### src/rtl/pix_unpack_pkg.sv
package pix_unpack_pkg;

  typedef enum logic [1:0] {
    SRC_VGA  = 2'd0,
    SRC_LOW  = 2'd1,
    SRC_WIDE = 2'd2
  } src_e;

  localparam logic [5:0] CODE_PASS   = 6'b101101;
  localparam logic [5:0] CODE_SINGLE = 6'b011100;
  localparam logic [5:0] CODE_DUAL   = 6'b011101;

  localparam logic [7:0] MODE_RESET  = 8'h2D;

  // Undefined encodings collapse onto the VGA source.
  function automatic src_e decode_mode(input logic [5:0] code);
    case (code)
      CODE_SINGLE: decode_mode = SRC_LOW;
      CODE_DUAL:   decode_mode = SRC_WIDE;
      default:     decode_mode = SRC_VGA;
    endcase
  endfunction

endpackage

### src/rtl/pix_cfg_regs.sv
module pix_cfg_regs
  import pix_unpack_pkg::*;
#(
  parameter int GROUPS = 2,
  parameter int CFG_W  = 8,
  localparam int CNT_W = $clog2(GROUPS + 1)
) (
  input  logic             clk,
  input  logic             rst,
  input  logic             cfg_we,
  input  logic             cfg_addr,
  input  logic [CFG_W-1:0] cfg_wdata,
  output logic [5:0]       mode_code,
  output logic [CNT_W-1:0] grp_count
);

  always_ff @(posedge clk) begin
    if (rst) begin
      mode_code <= MODE_RESET[5:0];
      grp_count <= CNT_W'(1);
    end else if (cfg_we) begin
      if (!cfg_addr) begin
        // Upper two mode bits carry no meaning and are not stored.
        mode_code <= cfg_wdata[5:0];
      end else if (cfg_wdata == '0) begin
        grp_count <= CNT_W'(1);
      end else if (int'(cfg_wdata) > GROUPS) begin
        grp_count <= CNT_W'(GROUPS);
      end else begin
        grp_count <= cfg_wdata[CNT_W-1:0];
      end
    end
  end

endmodule

### src/rtl/pix_src_select.sv
module pix_src_select
  import pix_unpack_pkg::*;
#(
  parameter int GRP_W  = 8,
  parameter int GROUPS = 2,
  localparam int WORD_W = GRP_W * GROUPS
) (
  input  logic [5:0]        mode_code,
  input  logic [WORD_W-1:0] pix_bus,
  input  logic [GRP_W-1:0]  vga_bus,
  output logic [WORD_W-1:0] word
);

  src_e src;

  always_comb begin
    src  = decode_mode(mode_code);
    word = '0;
    case (src)
      SRC_WIDE: word = pix_bus;
      SRC_LOW:  word[GRP_W-1:0] = pix_bus[GRP_W-1:0];
      default:  word[GRP_W-1:0] = vga_bus;
    endcase
  end

endmodule

### src/rtl/pix_shift_unit.sv
module pix_shift_unit #(
  parameter int GRP_W    = 8,
  parameter int GROUPS   = 2,
  parameter int NARROW_W = 6,
  localparam int WORD_W  = GRP_W * GROUPS,
  localparam int CNT_W   = $clog2(GROUPS + 1)
) (
  input  logic              clk,
  input  logic              rst,
  input  logic              load_stb,
  input  logic [WORD_W-1:0] word,
  input  logic [CNT_W-1:0]  grp_count,
  input  logic              width8_sel,
  output logic [GRP_W-1:0]  pix_out,
  output logic              pix_valid
);

  localparam logic [GRP_W-1:0] NARROW_MASK = GRP_W'((1 << NARROW_W) - 1);

  logic [WORD_W-1:0] rest_q;
  logic [CNT_W-1:0]  left_q;
  logic [GRP_W-1:0]  mask;

  assign mask = width8_sel ? '1 : NARROW_MASK;

  always_ff @(posedge clk) begin
    if (rst) begin
      rest_q    <= '0;
      left_q    <= '0;
      pix_out   <= '0;
      pix_valid <= 1'b0;
    end else if (load_stb) begin
      pix_out   <= word[GRP_W-1:0] & mask;
      rest_q    <= word >> GRP_W;
      left_q    <= grp_count - CNT_W'(1);
      pix_valid <= 1'b1;
    end else if (left_q != '0) begin
      pix_out   <= rest_q[GRP_W-1:0] & mask;
      rest_q    <= rest_q >> GRP_W;
      left_q    <= left_q - CNT_W'(1);
      pix_valid <= 1'b1;
    end else begin
      pix_out   <= '0;
      pix_valid <= 1'b0;
    end
  end

endmodule

### src/rtl/pix_unpack_mux.sv
module pix_unpack_mux #(
  parameter int GRP_W    = 8,
  parameter int GROUPS   = 2,
  parameter int NARROW_W = 6,
  parameter int CFG_W    = 8,
  localparam int WORD_W  = GRP_W * GROUPS,
  localparam int CNT_W   = $clog2(GROUPS + 1)
) (
  input  logic              clk,
  input  logic              rst,
  input  logic              cfg_we,
  input  logic              cfg_addr,
  input  logic [CFG_W-1:0]  cfg_wdata,
  input  logic              load_stb,
  input  logic [WORD_W-1:0] pix_bus,
  input  logic [GRP_W-1:0]  vga_bus,
  input  logic              width8_sel,
  output logic [GRP_W-1:0]  pix_out,
  output logic              pix_valid
);

  logic [5:0]        mode_code;
  logic [CNT_W-1:0]  grp_count;
  logic [WORD_W-1:0] word;

  pix_cfg_regs #(.GROUPS(GROUPS), .CFG_W(CFG_W)) u_regs (
    .clk       (clk),
    .rst       (rst),
    .cfg_we    (cfg_we),
    .cfg_addr  (cfg_addr),
    .cfg_wdata (cfg_wdata),
    .mode_code (mode_code),
    .grp_count (grp_count)
  );

  pix_src_select #(.GRP_W(GRP_W), .GROUPS(GROUPS)) u_sel (
    .mode_code (mode_code),
    .pix_bus   (pix_bus),
    .vga_bus   (vga_bus),
    .word      (word)
  );

  pix_shift_unit #(.GRP_W(GRP_W), .GROUPS(GROUPS), .NARROW_W(NARROW_W)) u_shift (
    .clk        (clk),
    .rst        (rst),
    .load_stb   (load_stb),
    .word       (word),
    .grp_count  (grp_count),
    .width8_sel (width8_sel),
    .pix_out    (pix_out),
    .pix_valid  (pix_valid)
  );

endmodule

### config.mk
export PLATFORM = sky130hd
export DESIGN_NAME = pix_unpack_mux
export DESIGN_NICKNAME = d
export VERILOG_FILES = /design/src/rtl/pix_unpack_pkg.sv /design/src/rtl/pix_cfg_regs.sv /design/src/rtl/pix_src_select.sv /design/src/rtl/pix_shift_unit.sv /design/src/rtl/pix_unpack_mux.sv
export SDC_FILE = /design/constraint.sdc
export NUM_CORES = 1
export LEC_CHECK = 0
export BUFFER_PORTS_ARGS = -buffer_cell sky130_fd_sc_hd__buf_2
export CORE_UTILIZATION = 42
export CTS_BUF_LIST = sky130_fd_sc_hd__clkbuf_8 sky130_fd_sc_hd__clkbuf_16
export DETAILED_ROUTE_END_ITERATION = 7
export MAX_ROUTING_LAYER = met4
export PLACE_DENSITY = 0.74
export SKIP_LAST_GASP = 1
export SLEW_MARGIN = 30
export SYNTH_ARGS = -nofsm -noshare
export SYNTH_HDL_FRONTEND = slang
export SYNTH_SLANG_ARGS = --single-unit
### constraint.sdc
create_clock -name clk -period 1.85 [get_ports clk]
set_input_delay 0.185 -clock clk [delete_from_list [all_inputs] [get_ports clk]]
set_output_delay 0.185 -clock clk [all_outputs]
set_load 0.03 [all_outputs]
* Word level (Yosys, flattened, before mapping) *
Index checks and enable logic that the tools add are counted.

word-level totals
  logic and storage cells = 36
  input port bits = 38
  register bits = 27
  output and inout port bits = 9

operators by class
  reductions and logical operators = 6
  mux-type cells = 14
  order comparisons = 1
  equal/unequal tests = 4
  $add $sub $neg = 2
  bitwise logic cells = 3

operator list
  cell                   count
  $mux W8                7
  $and A8 B8 Y8          2
  $eq A6 B5 Y1 const B   2
  $gt A8 B2 Y1 const B   1
  $logic_not A8 Y1       1
  $mux W2                4
  $pmux W2 S2            1
  $reduce_and A2 Y1      2
  $reduce_bool A2 Y1     2
  $sub A2 B1 Y2 const B  2
  $eq A2 B1 Y1 const B   1
  $eq A2 B2 Y1 const B   1
  $mux W1                2
  $reduce_or A2 Y1       1
  $not A1 Y1             1

* Depth between registers and ports, before layout *
  depth in word-level cells = 7
  mapped depth = 7
  depth with buffers taken out = 6

* By module *
A second synthesis with hierarchy kept.

unflattened totals
  cells, all modules = 131
  area, all modules = 1290.0 um^2

modules (own cells, without submodules)
  module          times used  cells an instance  area each (um^2)  sequential area each (um^2)
  pix_shift_unit  1           78                 772.0             380.4
  pix_cfg_regs    1           32                 331.6             160.2
  pix_src_select  1           21                 186.4             0.0

* Least setup slack after synthesis *
Ideal clock, no wire load.

  path type = register to register
  start = register u_regs.mode_code[1]
  end = register u_shift.pix_out[0]
  buffers on the path = 1
  library setup time = 0.132 ns
  clock period less this slack = 1.795 ns
  data required time = 1.718 ns
  stages on the path, launching flop included = 8
  slack = 0.055 ns
  arrival = 1.663 ns
  cells stage by stage = dfxtp_1 nand4b_1 or3_1 ha_1 buf_2 mux2_2 nand2_1 a21oi_1

on the way
  cells in the longest elaborated chain, start to end = 7
  elaborated cells on any way between the ends = 9
  classes of those cells = 4 x eq/ne; 3 x mux; 1 x bitwise; 1 x reduce/logical

RTL lines
  element                                       RTL line              source
  start: declaration                            pix_cfg_regs.sv:13    output logic [5:0] mode_code,
  start signal: assignment                      pix_cfg_regs.sv:19    mode_code <= MODE_RESET[5:0];
  start signal: assignment                      pix_cfg_regs.sv:24    mode_code <= cfg_wdata[5:0];
  $eq A6 B5 Y1                                  pix_unpack_pkg.sv:17  case (code)
  $pmux W2 S2 (*)                               pix_unpack_pkg.sv:17
  $eq A2 B1 Y1 or $eq A2 B2 Y1 (tied branches)  pix_src_select.sv:19  case (src)
  $reduce_or A2 Y1 (no line) (*)                --
  $mux W8 (*)                                   pix_src_select.sv:19
  $and A8 B8 Y8 (*)                             pix_shift_unit.sv:33  pix_out <= word[GRP_W-1:0] & mask;
  $mux W8 (*)                                   pix_shift_unit.sv:32  end else if (load_stb) begin
  end signal: assignment                        pix_shift_unit.sv:33
  end signal: assignment                        pix_shift_unit.sv:38  pix_out <= rest_q[GRP_W-1:0] & mask;
  end: declaration                              pix_shift_unit.sv:14  output logic [GRP_W-1:0] pix_out,

Mark *: on every way between the ends. The rest lies on a longest branch, timed or not.
A chain may end at the register's enable or synchronous reset.

* Final worst setup path *
  start = register u_regs.mode_code[1]
  end = register u_shift.pix_out[1]

Same word-level chain as after synthesis.

==> results.sh <==
export IMPL_status="finished clean"
export IMPL_route_detailed_drc=0
export IMPL_io_pins=47
export IMPL_r2r_start="u_regs.mode_code[1]$_SDFFE_PP0P_"
export IMPL_worst_setup_path_end_kind="flop"
export IMPL_synth_cell_types=26
export IMPL_slew_headroom=0.701
export IMPL_finalNetCount=206
export IMPL_post_synth_top_area_cell="dfxtp_1"
export IMPL_antenna_diode_count=0
export IMPL_yosysWarnings=0
export IMPL_die_y_um=53.8
export IMPL_grt_pass1_vias=905
export IMPL_post_dp_cell_area_sq_um=1380
export IMPL_period_needed_ps=1800
export IMPL_gp_congestion=0.724
export IMPL_required_ps=2000
export IMPL_crit_type="reg -> reg"
export IMPL_cts_hold_buf=0
export IMPL_r2r_slack_ps=50
export IMPL_setup_violations=0
export IMPL_clock_sinks=27
export IMPL_syn_inst=121
export IMPL_antenna_found_initial=0
export IMPL_synth_top_area_share=0.479
export IMPL_dp_hpwl_um=1760
export IMPL_clk_path_buf_depth=2
export IMPL_drt_iter0_markers=14
export IMPL_holdCritPathClass="in -> reg"
export IMPL_clkTransAtPathRegs_ps=90
export IMPL_area_growth_pct=29.8
export IMPL_synth_area_top_cells="dfxtp_1, mux2_2, a22oi_1"
export IMPL_die_x_um=53.8
export IMPL_final_layout_size_suffix_gt1_frac=0.392
export IMPL_netlist_area_sq_um=1130
export IMPL_drt_antenna_violating_nets=0
export IMPL_timing_final_crit_share=0.973
export IMPL_finalPower_w=0.00110
export IMPL_drt_wl_total_um=2420
export IMPL_start_util=0.451
export IMPL_max_cap_viol_count=0
export IMPL_route_detailed_wl_per_inst_um=12.4
export IMPL_fillers=230
export IMPL_startpoint="u_regs.mode_code[1]$_SDFFE_PP0P_"
export IMPL_grtUsageTotal=0.187
export IMPL_globalRouteOverflowTotal=0
export IMPL_portBuffers=46
export IMPL_p_per_area_nw_per_um2=754
export IMPL_worstPathMaxFanout=7
export IMPL_tritoncts="yes"
export IMPL_start_kind="flop"
export IMPL_rsz0062_at_grt="true"
export IMPL_root_buffer="clkbuf_8"
export IMPL_clock_skew_ps=1.73
export IMPL_coreArea_sq_um=2500
export IMPL_htreeDepth=1
export IMPL_hold_viol_final=0
export IMPL_cts_buffers=3
export IMPL_viasPerCell=5.16
export IMPL_power_leakage_nw=0.653
export IMPL_grt_pass1_wl_um=3800
export IMPL_ys_ff_latch=27
export IMPL_worstPathArrival_ps=1950
export IMPL_irDropWorstVdd_mv=0.815
export IMPL_r2r_worst_path_cells=6
export IMPL_grt_max_degree=27
export IMPL_holdPathStages=2
export IMPL_fp_row_count=18
export IMPL_worstMarginPinSlew_ps=449
export IMPL_first_pass_iters=4
export IMPL_ys_seq_area_frac=0.479
export IMPL_max_freq_ghz=0.556
export IMPL_vias=1011
export IMPL_syn_avg_cell_area_sq_um=9.33
export IMPL_dieArea_sq_um=2900
export IMPL_finalMaxSlewViolations=0
export IMPL_fin_area_sq_um=1470
export IMPL_hp_start="cfg_wdata[0]"
export IMPL_synth_nets=160
export IMPL_clk_latency_ps=280
[power breakdown]
group / total (W) / leakage, nW / internal, W / switching (W)
Combinational: 0.000154 / 0.407 / 0.0000748 / 0.0000796
Clock: 0.000335 / 0.0255 / 0.000151 / 0.000184
Sequential: 0.000615 / 0.221 / 0.000603 / 0.0000121
[stage by stage]
stage	utilization	TNS, ps	setup WS [ps]	instances	hold WS (ps)
after CTS	0.577	0	44.0	195	117
after floorplan	-	0	54.8	121	303
after detailed placement	0.553	-266	-46.6	191	408
after global routing	0.586	-296	-64.9	196	124
after global placement	0.553	-77.8	-18.8	191	398
final	0.586	0	50.0	196	118
[worst max-delay path, cell delays in order, from the launching register on]
cell and delay, ps:
dfxtp_1 320, nand4b_1 190, or3_4 360, ha_4 330, mux2_2 340, nand2_1 60
a21oi_1 70
[registers in the layout (all words and copies together), names as in the netlist]
register / count
u_regs.grp_count: 2
u_regs.mode_code: 6
u_shift.left_q: 2
u_shift.pix_out: 8
u_shift.pix_valid: 1
u_shift.rest_q: 8
[layer usage]
layer / routed length (um) / GRT usage / vias to the layer above
met1: 1080 / 0.223 / 463
met5: 0 / - / -
li1: - / - / 513
met3: 145 / 0.0508 / 2
met4: 16 / 0.0263 / 0
met2: 1180 / 0.317 / 33
[final timing paths]
| check | end |
|---|---|
| hold / removal | u_regs.mode_code[0]$_SDFFE_PP1P_ |
| setup / recovery | u_shift.pix_out[1]$_SDFF_PP0_ |
| hold reg to reg | u_shift.pix_out[3]$_SDFF_PP0_ |
| setup reg to reg | u_shift.pix_out[1]$_SDFF_PP0_ |
[cell families after synthesis]
family          count (synthesis)  share of synthesized area
fa+ha+maj                       1                     0.0111
xor+xnor                        1                    0.00776
simple gates                   48                      0.229
buf+inv                        10                     0.0355
flops                          27                      0.479
mux                            10                     0.0953
compound gates                 24                      0.142
[cells in the mapped netlist]
cell type and n:
a21oi_1 10, a211oi_1 2, nor4_1 1, or3_1 1, nor3b_1 2, or2_2 1, and2_1 2, nor2b_1 5
nand4b_1 1, clkbuf_1 7, a211o_1 4, nand4_1 1, nand2_1 9, buf_2 2, ha_1 1, nor2_1 15
mux2_2 6, xnor2_1 1, nor3_1 1, inv_1 1, or3b_1 1, a22oi_1 8, nor3_2 1, mux2i_1 4
dfxtp_1 27, nand3b_1 7
[cell type report]
type	instances	area, sq um	share of cell area
multi-input combinational	84	577	0.394
inverter	1	3.75	0.00256
timing repair buffer	50	260	0.178
tap	30	37.5	0.0256
clock buffer	3	41.3	0.0282
sequential	27	541	0.369
clock inverter	1	5.00	0.00342
[placed cells by master (no fill, tap or decap)]
cell type  instances
nand4b_1           1
nor3_1             1
a211oi_1           2
a21oi_1           10
buf_4              4
clkinv_2           1
dfxtp_1           27
xnor2_1            1
nor4_1             1
buf_2             46
mux2_2             6
nand3b_1           7
nor3_2             1
clkbuf_8           3
nor2_1            15
nand2_1            9
a211o_1            4
or3_4              1
inv_1              1
nor2b_1            5
mux2i_1            4
nor3b_1            1
nor3b_4            1
nand4_1            1
or3b_1             1
and2_1             2
or2_2              1
ha_4               1
a22oi_1            8
[repair_timing]
item / 4_1_cts / 5_1_grt
hold endpoints to repair: 0 / 0
gates cloned: 0 / 0
pin swaps: 0 / 2
resized for setup: 2 / 3
buffers inserted: 0 / 1
endpoints found under the setup margin: 8 / 7
No activity file was read; power rests on OpenSTA's default activity.
